<file path="config.mk">
export PLATFORM = sky130hd
export DESIGN_NAME = mac_csr_bank
export DESIGN_NICKNAME = d
export VERILOG_FILES = /design/src/rtl/mac_csr_pkg.sv /design/src/rtl/mac_csr_swr.sv /design/src/rtl/mac_csr_irq_half.sv /design/src/rtl/mac_csr_ptr.sv /design/src/rtl/mac_csr_bank.sv
export SDC_FILE = /design/constraint.sdc
export NUM_CORES = 1
export LEC_CHECK = 0
export BUFFER_PORTS_ARGS = -buffer_cell sky130_fd_sc_hd__buf_2
export CORE_MARGIN = 1
export CORE_UTILIZATION = 30
export CTS_BUF_LIST = sky130_fd_sc_hd__clkbuf_8
export CTS_CLUSTER_SIZE = 16
export DETAILED_ROUTE_END_ITERATION = 6
export GPL_TIMING_DRIVEN = 0
export SLEW_MARGIN = 20
export SYNTH_ARGS = -nofsm -noshare
export SYNTH_HDL_FRONTEND = slang
export SYNTH_SLANG_ARGS = --single-unit
</file>
<file path="constraint.sdc">
create_clock -name clk -period 4.61 [get_ports clk]
set_input_delay 0 -clock clk [delete_from_list [all_inputs] [get_ports clk]]
set_output_delay 0 -clock clk [all_outputs]
set_load 0.005 [all_outputs]
</file>
<file path="src/rtl/mac_csr_pkg.sv">
package mac_csr_pkg;
  localparam int DW = 32;
  localparam int HW = DW / 2;

  // word offsets decoded by software drivers
  localparam int OFS_TX_BASE = 'h22;
  localparam int OFS_RX_BASE = 'h23;
  localparam int OFS_CTRL    = 'h24;
  localparam int OFS_MII_DAT = 'h25;
  localparam int OFS_MII_ADR = 'h26;
  localparam int OFS_FIFO_TH = 'h27;
  localparam int OFS_TX_POLL = 'h28;
  localparam int OFS_RX_POLL = 'h29;
  localparam int OFS_MAX_FR  = 'h2A;
  localparam int OFS_INT_EN  = 'h2B;
  localparam int OFS_INT_ST  = 'h2C;
  localparam int OFS_MISSED  = 'h2E;
  localparam int OFS_TX_CUR  = 'h33;
  localparam int OFS_RX_CUR  = 'h35;

  // control word bit positions
  localparam int SWR_BIT  = 24;
  localparam int TXON_BIT = 8;
  localparam int LONG_BIT = 1;
  localparam int RXON_BIT = 0;
  localparam logic [DW-1:0] CTRL_RW = (DW'(1) << TXON_BIT) | (DW'(1) << LONG_BIT)
                                    | (DW'(1) << RXON_BIT);

  // implemented status and enable bits
  localparam logic [DW-1:0] STAT_IMPL = 32'h0185_0F19;
  localparam logic [DW-1:0] EN_IMPL   = 32'h0005_0011;

  // reset values
  localparam logic [DW-1:0] RST_LIST_BASE = 32'hFFFF_FFFC;
  localparam logic [DW-1:0] RST_MII_ADR   = 32'h0090_0000;
  localparam logic [DW-1:0] RST_FIFO_TH   = 32'h0000_0101;
  localparam logic [DW-1:0] RST_MAX_FR    = 32'h0000_0800;
  localparam logic [DW-1:0] RST_MISSED    = 32'h0000_7FFF;
endpackage

</file>
<file path="src/rtl/mac_csr_swr.sv">
module mac_csr_swr #(
  parameter int CYCLES = 8
) (
  input  logic clk,
  input  logic rst,
  input  logic start,
  output logic busy,
  output logic done
);
  localparam int CW = (CYCLES > 1) ? $clog2(CYCLES) : 1;
  localparam logic [CW-1:0] LAST = CW'(CYCLES - 1);

  logic [CW-1:0] cnt;

  always_ff @(posedge clk) begin
    if (rst) begin
      busy <= 1'b0;
      cnt  <= '0;
    end else if (busy) begin
      if (cnt == LAST) begin
        busy <= 1'b0;
        cnt  <= '0;
      end else begin
        cnt <= cnt + 1'b1;
      end
    end else if (start) begin
      busy <= 1'b1;
      cnt  <= '0;
    end
  end

  assign done = busy && (cnt == LAST);
endmodule

</file>
<file path="src/rtl/mac_csr_irq_half.sv">
module mac_csr_irq_half #(
  parameter int          W    = 16,
  parameter logic [W-1:0] IMPL = '1,
  parameter logic [W-1:0] ENM  = '1
) (
  input  logic         clk,
  input  logic         clr,
  input  logic         st_we,
  input  logic [W-1:0] st_wdata,
  input  logic         en_we,
  input  logic [W-1:0] en_wdata,
  input  logic [W-1:0] evt,
  output logic [W-1:0] status,
  output logic [W-1:0] enable,
  output logic         irq
);
  logic [W-1:0] clr_bits;
  assign clr_bits = st_we ? st_wdata : '0;

  always_ff @(posedge clk) begin
    if (clr) begin
      status <= '0;
      enable <= '0;
      irq    <= 1'b0;
    end else begin
      status <= (status & ~clr_bits) | (evt & IMPL);
      if (en_we) enable <= en_wdata & ENM;
      irq <= |(status & enable);
    end
  end
endmodule

</file>
<file path="src/rtl/mac_csr_ptr.sv">
module mac_csr_ptr #(
  parameter int           W        = 32,
  parameter logic [W-1:0] BASE_RST = '1
) (
  input  logic         clk,
  input  logic         clr,
  input  logic         base_we,
  input  logic [W-1:0] base_wdata,
  input  logic         lock,
  input  logic         reload,
  input  logic         dma_we,
  input  logic [W-1:0] dma_val,
  output logic [W-1:0] base,
  output logic [W-1:0] cur
);
  localparam logic [W-1:0] ALIGN = ~W'(3);

  always_ff @(posedge clk) begin
    if (clr) begin
      base <= BASE_RST;
      cur  <= '0;
    end else begin
      if (base_we && !lock) base <= base_wdata & ALIGN;
      if (reload)           cur  <= base;
      else if (dma_we)      cur  <= dma_val;
    end
  end
endmodule

</file>
<file path="src/rtl/mac_csr_bank.sv">
module mac_csr_bank #(
  parameter int ADDR_W     = 7,
  parameter int SWR_CYCLES = 8
) (
  input  logic              clk,
  input  logic              rst,
  input  logic              bus_wr,
  input  logic              bus_rd,
  input  logic [ADDR_W-1:0] bus_addr,
  input  logic [31:0]       bus_wdata,
  output logic [31:0]       bus_rdata,
  input  logic [15:0]       tx_evt,
  input  logic [15:0]       rx_evt,
  input  logic              tx_cur_we,
  input  logic [31:0]       tx_cur_val,
  input  logic              rx_cur_we,
  input  logic [31:0]       rx_cur_val,
  output logic              tx_enable,
  output logic              rx_enable,
  output logic              long_frame_ok,
  output logic [31:0]       tx_list_base,
  output logic [31:0]       rx_list_base,
  output logic [31:0]       tx_cur_ptr,
  output logic [31:0]       rx_cur_ptr,
  output logic [31:0]       fifo_thresh,
  output logic [31:0]       max_frame,
  output logic              tx_poll,
  output logic              rx_poll,
  output logic              swr_busy,
  output logic              tx_irq,
  output logic              rx_irq
);
  import mac_csr_pkg::*;

  // index 0 = receive direction, index 1 = transmit direction
  localparam int NDIR = 2;

  logic swr_done, clr, wr_ok, swr_start;
  logic hit_txb, hit_rxb, hit_ctrl, hit_miid, hit_miia, hit_fifo;
  logic hit_txp, hit_rxp, hit_maxf, hit_en, hit_st;

  assign wr_ok    = bus_wr && !swr_busy;
  assign hit_txb  = wr_ok && (bus_addr == ADDR_W'(OFS_TX_BASE));
  assign hit_rxb  = wr_ok && (bus_addr == ADDR_W'(OFS_RX_BASE));
  assign hit_ctrl = wr_ok && (bus_addr == ADDR_W'(OFS_CTRL));
  assign hit_miid = wr_ok && (bus_addr == ADDR_W'(OFS_MII_DAT));
  assign hit_miia = wr_ok && (bus_addr == ADDR_W'(OFS_MII_ADR));
  assign hit_fifo = wr_ok && (bus_addr == ADDR_W'(OFS_FIFO_TH));
  assign hit_txp  = wr_ok && (bus_addr == ADDR_W'(OFS_TX_POLL));
  assign hit_rxp  = wr_ok && (bus_addr == ADDR_W'(OFS_RX_POLL));
  assign hit_maxf = wr_ok && (bus_addr == ADDR_W'(OFS_MAX_FR));
  assign hit_en   = wr_ok && (bus_addr == ADDR_W'(OFS_INT_EN));
  assign hit_st   = wr_ok && (bus_addr == ADDR_W'(OFS_INT_ST));

  assign swr_start = hit_ctrl && bus_wdata[SWR_BIT];

  mac_csr_swr #(.CYCLES(SWR_CYCLES)) u_swr (
    .clk   (clk),
    .rst   (rst),
    .start (swr_start),
    .busy  (swr_busy),
    .done  (swr_done)
  );

  assign clr = rst | swr_done;

  // control word
  logic [DW-1:0] ctrl_q;
  logic          ctrl_wr;
  assign ctrl_wr = hit_ctrl && !bus_wdata[SWR_BIT];

  always_ff @(posedge clk) begin
    if (clr)          ctrl_q <= '0;
    else if (ctrl_wr) ctrl_q <= bus_wdata & CTRL_RW;
  end

  assign tx_enable     = ctrl_q[TXON_BIT];
  assign rx_enable     = ctrl_q[RXON_BIT];
  assign long_frame_ok = ctrl_q[LONG_BIT];

  // plain read/write words and poll pulses
  logic [DW-1:0] mii_dat_q, mii_adr_q, fifo_q, maxf_q;

  always_ff @(posedge clk) begin
    if (clr) begin
      mii_dat_q <= '0;
      mii_adr_q <= RST_MII_ADR;
      fifo_q    <= RST_FIFO_TH;
      maxf_q    <= RST_MAX_FR;
      tx_poll   <= 1'b0;
      rx_poll   <= 1'b0;
    end else begin
      if (hit_miid) mii_dat_q <= bus_wdata;
      if (hit_miia) mii_adr_q <= bus_wdata;
      if (hit_fifo) fifo_q    <= bus_wdata;
      if (hit_maxf) maxf_q    <= bus_wdata;
      tx_poll <= hit_txp;
      rx_poll <= hit_rxp;
    end
  end

  assign fifo_thresh = fifo_q;
  assign max_frame   = maxf_q;

  // per-direction status, enable, interrupt and pointers
  logic [NDIR-1:0][HW-1:0] st_half, en_half, evt_half;
  logic [NDIR-1:0]         irq_vec, base_we, reload, dma_we, on_bit;
  logic [NDIR-1:0][DW-1:0] base_v, cur_v, dma_val;
  logic                    lock;

  assign evt_half[0] = rx_evt;
  assign evt_half[1] = tx_evt;
  assign base_we[0]  = hit_rxb;
  assign base_we[1]  = hit_txb;
  assign dma_we[0]   = rx_cur_we;
  assign dma_we[1]   = tx_cur_we;
  assign dma_val[0]  = rx_cur_val;
  assign dma_val[1]  = tx_cur_val;
  assign on_bit[0]   = bus_wdata[RXON_BIT] && !ctrl_q[RXON_BIT];
  assign on_bit[1]   = bus_wdata[TXON_BIT] && !ctrl_q[TXON_BIT];
  assign lock        = ctrl_q[TXON_BIT] | ctrl_q[RXON_BIT];

  for (genvar g = 0; g < NDIR; g++) begin : g_dir
    assign reload[g] = ctrl_wr && on_bit[g];

    mac_csr_irq_half #(
      .W    (HW),
      .IMPL (STAT_IMPL[g*HW +: HW]),
      .ENM  (EN_IMPL[g*HW +: HW])
    ) u_half (
      .clk      (clk),
      .clr      (clr),
      .st_we    (hit_st),
      .st_wdata (bus_wdata[g*HW +: HW]),
      .en_we    (hit_en),
      .en_wdata (bus_wdata[g*HW +: HW]),
      .evt      (evt_half[g]),
      .status   (st_half[g]),
      .enable   (en_half[g]),
      .irq      (irq_vec[g])
    );

    mac_csr_ptr #(
      .W        (DW),
      .BASE_RST (RST_LIST_BASE)
    ) u_ptr (
      .clk        (clk),
      .clr        (clr),
      .base_we    (base_we[g]),
      .base_wdata (bus_wdata),
      .lock       (lock),
      .reload     (reload[g]),
      .dma_we     (dma_we[g]),
      .dma_val    (dma_val[g]),
      .base       (base_v[g]),
      .cur        (cur_v[g])
    );
  end

  logic [DW-1:0] en_word, st_word;
  assign en_word = {en_half[1], en_half[0]};
  assign st_word = {st_half[1], st_half[0]};

  assign rx_irq       = irq_vec[0];
  assign tx_irq       = irq_vec[1];
  assign rx_list_base = base_v[0];
  assign tx_list_base = base_v[1];
  assign rx_cur_ptr   = cur_v[0];
  assign tx_cur_ptr   = cur_v[1];

  // read path
  logic [DW-1:0] rd_mux;
  always_comb begin
    rd_mux = '0;
    case (bus_addr)
      ADDR_W'(OFS_TX_BASE): rd_mux = base_v[1];
      ADDR_W'(OFS_RX_BASE): rd_mux = base_v[0];
      ADDR_W'(OFS_CTRL):    rd_mux = ctrl_q;
      ADDR_W'(OFS_MII_DAT): rd_mux = mii_dat_q;
      ADDR_W'(OFS_MII_ADR): rd_mux = mii_adr_q;
      ADDR_W'(OFS_FIFO_TH): rd_mux = fifo_q;
      ADDR_W'(OFS_MAX_FR):  rd_mux = maxf_q;
      ADDR_W'(OFS_INT_EN):  rd_mux = en_word;
      ADDR_W'(OFS_INT_ST):  rd_mux = st_word;
      ADDR_W'(OFS_MISSED):  rd_mux = RST_MISSED;
      ADDR_W'(OFS_TX_CUR):  rd_mux = cur_v[1];
      ADDR_W'(OFS_RX_CUR):  rd_mux = cur_v[0];
      default:              rd_mux = '0;
    endcase
  end

  always_ff @(posedge clk) begin
    if (rst)         bus_rdata <= '0;
    else if (bus_rd) bus_rdata <= swr_busy ? '0 : rd_mux;
  end
endmodule

</file>
==> results of run 1 <==
-- placed cells by master, fill, tap and decap left out, types with 5 or more instances in the layout --
cell type	netlist	routed
nand3_1	74	74
a21oi_1	178	178
and3_1	10	10
dfxtp_1	331	331
dlygate4sd3_1	0	128
nor2_1	113	113
nor3_1	17	17
a32o_1	7	7
clkbuf_1	98	98
o21ai_0	36	36
a211oi_2	60	60
clkbuf_8	0	75
o2bb2ai_1	11	11
a221oi_1	28	28
nor2b_1	17	17
buf_2	33	372
buf_6	9	9
nand2_1	488	488
a211oi_1	8	8
clkinv_2	0	6
mux2i_1	122	122
inv_1	3	23
a22oi_1	35	35
o22ai_1	18	18
a2111oi_0	9	9
buf_1	6	6
nor3b_1	5	5
-- sequential cells by signal, indices dropped and copies added (netlist names) --
| signal | cells |
|---|---|
| g_dir.u_ptr.cur | 64 |
| g_dir.u_ptr.base | 60 |
| bus_rdata | 32 |
| u_swr.cnt | 3 |
| g_dir.u_half.irq | 2 |
| mii_dat_q | 32 |
| g_dir.u_half.status | 32 |
| tx_poll | 1 |
| u_swr.busy | 1 |
| ctrl_q | 3 |
| rx_poll | 1 |
| fifo_thresh | 32 |
| max_frame | 32 |
| mii_adr_q | 32 |
| g_dir.u_half.enable | 4 |
-- worst max-delay path by stage --
stage | end | slack, ns
after detailed placement | bus_rdata[23] | 1.59
after floorplan | g_dir[0].u_ptr.cur[2] | 2.78
after global placement | bus_rdata[24] | 1.57
after global routing | g_dir[0].u_half.status[4] | 0.97
after CTS | g_dir[0].u_half.status[4] | 1.14
final | g_dir[0].u_half.status[4] | 0.96
-- logic make-up after synthesis --
family,after synthesis,synth area share
other,1,0.000253
flip-flops,331,0.447
adder cells (fa/ha/maj),2,0.00169
AND/OR/NAND/NOR,757,0.218
buffers and inverters,153,0.0471
AO/OA/AOI/OAI,418,0.201
multiplexers,126,0.0854
-- worst register-to-register path, delay by kind of cell (launching register included) --
kind,cells,cell delay [ns]
buffers and inverters,4,2.01
DFF,1,0.36
AOI/OAI and AO/OA,1,0.18
and+or+nand+nor,4,0.99
-- per-layer routing --
layer / part of all wire / vias to the layer above / global-route usage / wire [um]
met5: 0.00038 / - / 0 / 31
met4: 0.038 / 4 / 0.125 / 3070
met3: 0.11 / 164 / 0.0845 / 8510
met2: 0.44 / 1007 / 0.477 / 35600
met1: 0.41 / 8046 / 0.403 / 33300
li1: - / 7309 / - / -
-- cell type report --
type,count,share of cell area
timing repair buffer,467,0.150
sequential,331,0.335
clock buffer,75,0.0522
buffer,150,0.0347
clock inverter,26,0.00531
multi-input combinational,1307,0.380
tap,664,0.0420
inverter,3,0.000569
-- power by group through the flow --
stage | clock network, mW | logic (mW) | registers, mW
final | 2.73 | 0.631 | 2.96
after global routing | 2.84 | 0.653 | 2.96
after CTS | 2.72 | 0.614 | 2.96
after detailed placement | 0 | 0.528 | 3.02
after global placement | 0 | 0.526 | 3.02
after floorplan | 0 | 0.247 | 3.00
-- cell usage after synthesis, types with 18 or more instances --
library cell / number
a211oi_2: 60
a21oi_1: 178
a221oi_1: 28
a22oi_1: 35
buf_2: 33
clkbuf_1: 98
dfxtp_1: 331
mux2i_1: 122
nand2_1: 488
nand3_1: 74
nor2_1: 113
o21ai_0: 36
o22ai_1: 18
-- what timing repair did --
item                                   in CTS  in global routing
endpoints found under the hold margin     300                  0
setup buffers                               0                  0
hold buffers                              128                  0
-- stage by stage --
step / hold WS [ns] / instance area [um2] / setup WS (ns) / util
final: 0.0530 / 19800 / 0.958 / 0.405
after global routing: 0.0845 / 19800 / 0.973 / 0.405
after CTS: 0.0112 / 19800 / 1.14 / 0.405
after detailed placement: 0.210 / 17400 / 1.59 / 0.356
after global placement: 0.208 / 17400 / 1.57 / 0.356
after floorplan: 0.0870 / 14800 / 2.78 / -
==> results.toml, run 1 <==
[global_routing]
grt_start_max_net_pins = 15
grt_util_all_layers = 0.308
grt_pass1_vias = 15400
antenna_found_initial = 2
overflow = 0
grt_pass1_wl_um = 111000

[critical_path]
crit_path_top_delay_cell = "clkbuf_1"
critPathLaunchType = "register"
cp.required_ns = 5.13
reg2regPathDepth = 9
reg2reg_slack_ns = 0.96
crit_path_max_fanout = 10
cp_top_family = "buffers and inverters"
crit_cells = 9
r2r-start = "u_swr.busy"
cp_cell_sequence = "clkbuf_1 > nor2b_1 > and3_1 > clkbuf_1 > clkbuf_1 > nand2_1 > a21oi_1 > dlygate4sd3_1 > nor2_1"
cpMostUsedCell = "clkbuf_1"
crit_buf_inv = 4
r2r-end = "g_dir[0].u_half.status[4]"
cp_data_arrival_time_ns = 4.17
startpoint = "u_swr.busy"
critPathMaxStageDelay_ns = 0.72
crit_path_end_kind = "register"
critPathKind = "reg2reg"

[power]
p_clk_frac = 0.432
power_frac_comb = 0.100
intPower_mw = 4.59
power.switching_mw = 1.73
total_power_mw = 6.32
p_sw_frac = 0.274
seqPwrFrac = 0.469
powerDensity_nw_per_um2 = 320
power_leakage_nw = 8.12
peakVddDrop_uv = 188

[floorplanning]
rows = 81
die_w_um = 224
core_region_area_um2 = 48800
initial_core_util = 0.304
die-area_um2 = 50300
die_h_um = 224
io_pins = 373

[clock_network]
clk_latency_ns = 0.67
cts_resized = 0
numCtsBuffers = 58
root_buffer = "clkbuf_8"
cts.sinks = 331
htree_levels = 2
clk_pin_slew_ns = 0.06
clk_path_buf_depth = 3
cts_tree = "done"

[drt]
wl_per_cell_um = 26.6
drt_iter0_drc = 1766
drc = 0
final_antenna_net_count = 0
dr.pass1.iters = 6
routed_wl_um = 80500
avgViaCountPerCell = 5.47
num_vias = 16500

[final_layout]
area_delta_synth_final_pct = 33.4
diodes = 0
drive_gt1_frac = 0.229
regArea_um2 = 6630
layout.cells.non_filler = 3023
final.fill_count = 5054
multiInputGateArea_um2 = 7520
nNetsFinal = 2461

[synth]
netlist_instances = 1788
synth.area.top_cells = "dfxtp_1 45%, nand2_1 12%, mux2i_1 8.2%, a21oi_1 6.0%, a211oi_2 5.1%"
synth_area_um2 = 14800
yosysSeqAreaShare = 0.447
async_flop_share = 0
synth_seq_cells = 331
yosysWarnings = 0
syn_avg_cell_area_um2 = 8.30
synth_edf_count = 0
yosysTopAreaCell = "dfxtp_1"
synth-main-ff-cell = "dfxtp_1"
yosysTopAreaCellShare = 0.447
synth.distinct_cells = 63

[timing]
hold_viol = 0
worst_clock_skew_ns = 0.0246
slew_violations = 0
slew_headroom = 0.205
clock.fmax_mhz = 274
min_period_over_period = 0.792
fin_setup_tns_ns = 0
setup_viol = 0
rsz0062_at_grt = "no"
finalCriticalPeriod_ns = 3.65
worst_pin_slew_ns = 1.19

[job]
maxCapViolations = 0

[hold_path]
holdPathStages = 4
min_path_type = "in2reg"
holdCritStartpoint = "bus_wdata[24]"
hold-path-endpoint = "mii_dat_q[24]"

[placed_design]
hpwl_um = 59600
routabilityCongestion = 0.987
place_inst = 2794
io_buffers = 339

[outcome]
outcome = "completed"
Note: power is estimated with default switching activity, not from simulation.
==> run 2, diff against run 1 <==
- ABC_AREA: not set -> 1
- clock period: 4.61 -> 3.8 ns (I/O delays scaled with it)
==> results.toml, run 2 <==
[outcome]
outcome = "completed"

[synth]
yosysSeqAreaShare = 0.423
yosysMostFrequentCell = "nand2_1"
async_flop_share = 0
synth.area.top_cells = "dfxtp_1 42%, nand3_1 14%, nand2_1 11%, inv_1 6.2%, a21oi_1 5.8%"
syn_avg_cell_area_um2 = 6.82
synth_edf_count = 0
yosysWarnings = 0
synth_seq_cells = 331
synth-main-ff-cell = "dfxtp_1"
ys_top_cells_by_count = "477 x nand2_1, 432 x nand3_1, 331 x dfxtp_1"
synth_area_um2 = 15700
synth.distinct_cells = 28
netlist_instances = 2299
yosysTopAreaCellShare = 0.423
yosysTopAreaCell = "dfxtp_1"

[power]
powerDensity_nw_per_um2 = 379
power_leakage_nw = 10.7
peakVddDrop_uv = 256

[clock_network]
cts.sinks = 331
clk_pin_slew_ns = 0.06
clk_path_buf_depth = 3
clk_latency_ns = 0.70
htree_levels = 2
numCtsBuffers = 55
cts_tree = "done"
cts_resized = 0
root_buffer = "clkbuf_8"

[timing]
clock.fmax_mhz = 304
slew_violations = 0
min_period_over_period = 0.866
slew_headroom = 0.305
fin_setup_tns_ns = 0
setup_viol = 0
rsz0062_at_grt = "no"
finalCriticalPeriod_ns = 3.29
hold_viol = 0
worst_clock_skew_ns = 0.0555
worst_pin_slew_ns = 1.04

[critical_path]
reg2regPathDepth = 7
r2r-end = "g_dir[0].u_half.status[10]"
critPathCapture = "g_dir[0].u_half.status[10]"
crit_path_max_fanout = 10
cp.required_ns = 4.40
startpoint = "u_swr.cnt[0]"
critPathLaunchType = "register"
crit_path_end_kind = "register"
critPathKind = "reg2reg"
cp_data_arrival_time_ns = 3.89
reg2reg_slack_ns = 0.51
r2r-start = "u_swr.cnt[0]"

[placed_design]
placed_area_um2 = 18200
routabilityCongestion = 0.982
hpwl_um = 62700
io_buffers = 342

[floorplanning]
io_pins = 373
die-area_um2 = 53200
rows = 83
die_h_um = 231
initial_core_util = 0.304
core_region_area_um2 = 51500
die_w_um = 231

[global_routing]
antenna_found_initial = 1
grt_start_max_net_pins = 15
busiest_layer = "met2"
overflow = 0
grt_pass1_wl_um = 114000
grt_pass1_vias = 17000
use_met3 = 0.0751
grtUsageMet1 = 0.379
grt_util_all_layers = 0.291
grt.met2_usage = 0.454

[final_layout]
final_common_cell = "nand2_1"
stdcell_area_um2 = 20800
reg_top3 = "g_dir.u_ptr.cur x64, g_dir.u_ptr.base x60"
largest_register = "g_dir.u_ptr.cur"
area_delta_synth_final_pct = 32.4
final.fill_count = 5647
layout_common_cells = "477 x nand2_1, 432 x nand3_1, 397 x buf_2, 331 x dfxtp_1, 277 x inv_1"
largest_register_ffs = 64
nNetsFinal = 2974
drive_gt1_frac = 0.177

[drt]
drc = 0
num_vias = 18400
drt_iter0_drc = 2171
avgViaCountPerCell = 5.16
routed_wl_um = 79900
wl_per_cell_um = 22.5
dr.pass1.iters = 6
final_antenna_net_count = 0

[hold_path]
min_path_type = "in2reg"

[job]
maxCapViolations = 0
## run 2: area by class of cell
cell class | count | area [um2] | share of cell area
tap | 680 | 851 | 0.0410
timing repair buffer | 472 | 3010 | 0.145
antenna | 2 | 5.00 | 0.000241
clock inverter | 31 | 239 | 0.0115
sequential | 331 | 6630 | 0.319
buffer | 187 | 841 | 0.0405
multi-input combinational | 1518 | 7220 | 0.348
clock buffer | 70 | 963 | 0.0464
inverter | 266 | 998 | 0.0481
## run 2: critical path: stages, from the launching register on
cell and delay (ns):
dfxtp_1 0.33, ha_1 0.20, ha_1 0.19, a21oi_1 0.48, clkinv_1 0.61, clkbuf_1 0.59, a21oi_1 0.27, dlygate4sd3_1 0.57
## run 2: cells by family after synthesis
group	share of synthesized area
adders and majority gates	0.00160
other	0.000239
buffers and inverters	0.117
AOI/OAI and AO/OA	0.146
DFF	0.423
and+or+nand+nor	0.311
## run 2: what timing repair did
item,4_1_cts,5_1_grt
hold buffers,130,0
setup endpoints to repair,0,0
hold endpoints to repair,289,0
setup buffers,0,0
## run 2: worst min path at each step
stage	from	end	slack, ns	cells after the start
2_1_floorplan	bus_wdata[11]	max_frame[11]	0.13	2
3_3_place_gp	rx_evt[9]	g_dir[0].u_half.status[9]	0.27	3
3_5_place_dp	rx_evt[9]	g_dir[0].u_half.status[9]	0.27	3
4_1_cts	rst	bus_rdata[31]	0.03	2
5_1_grt	rst	bus_rdata[31]	0.06	2
6_report	rst	u_swr.cnt[1]	0.02	2
## run 2: per-stage QoR
| stage | utilization | setup slack (ns) | hold WS (ns) | power, mW | instances |
|---|---|---|---|---|---|
| 6_report | 0.403 | 0.510 | 0.0161 | 7.86 | 3557 |
| 5_1_grt | 0.403 | 0.464 | 0.0597 | 8.07 | 3556 |
| 4_1_cts | 0.403 | 0.658 | 0.0250 | 7.84 | 3555 |
| 3_5_place_dp | 0.354 | 1.05 | 0.275 | 4.27 | 3324 |
| 3_3_place_gp | 0.354 | 1.03 | 0.269 | 4.27 | 3324 |
| 2_1_floorplan | - | 2.04 | 0.130 | 3.95 | 2302 |
## run 2: per-layer routing
metal / vias up / routed length (um)
li1: 8699 / -
met3: 188 / 8630
met5: - / 0
met2: 1046 / 35000
met1: 8421 / 32700
met4: 0 / 3620
## run 2: where the power goes
| group | total (mW) | switching, mW | leakage, nW | internal, mW |
|---|---|---|---|---|
| Combinational | 0.745 | 0.476 | 7.37 | 0.269 |
| Sequential | 3.58 | 0.0573 | 2.68 | 3.52 |
| Clock | 3.53 | 1.60 | 0.688 | 1.92 |
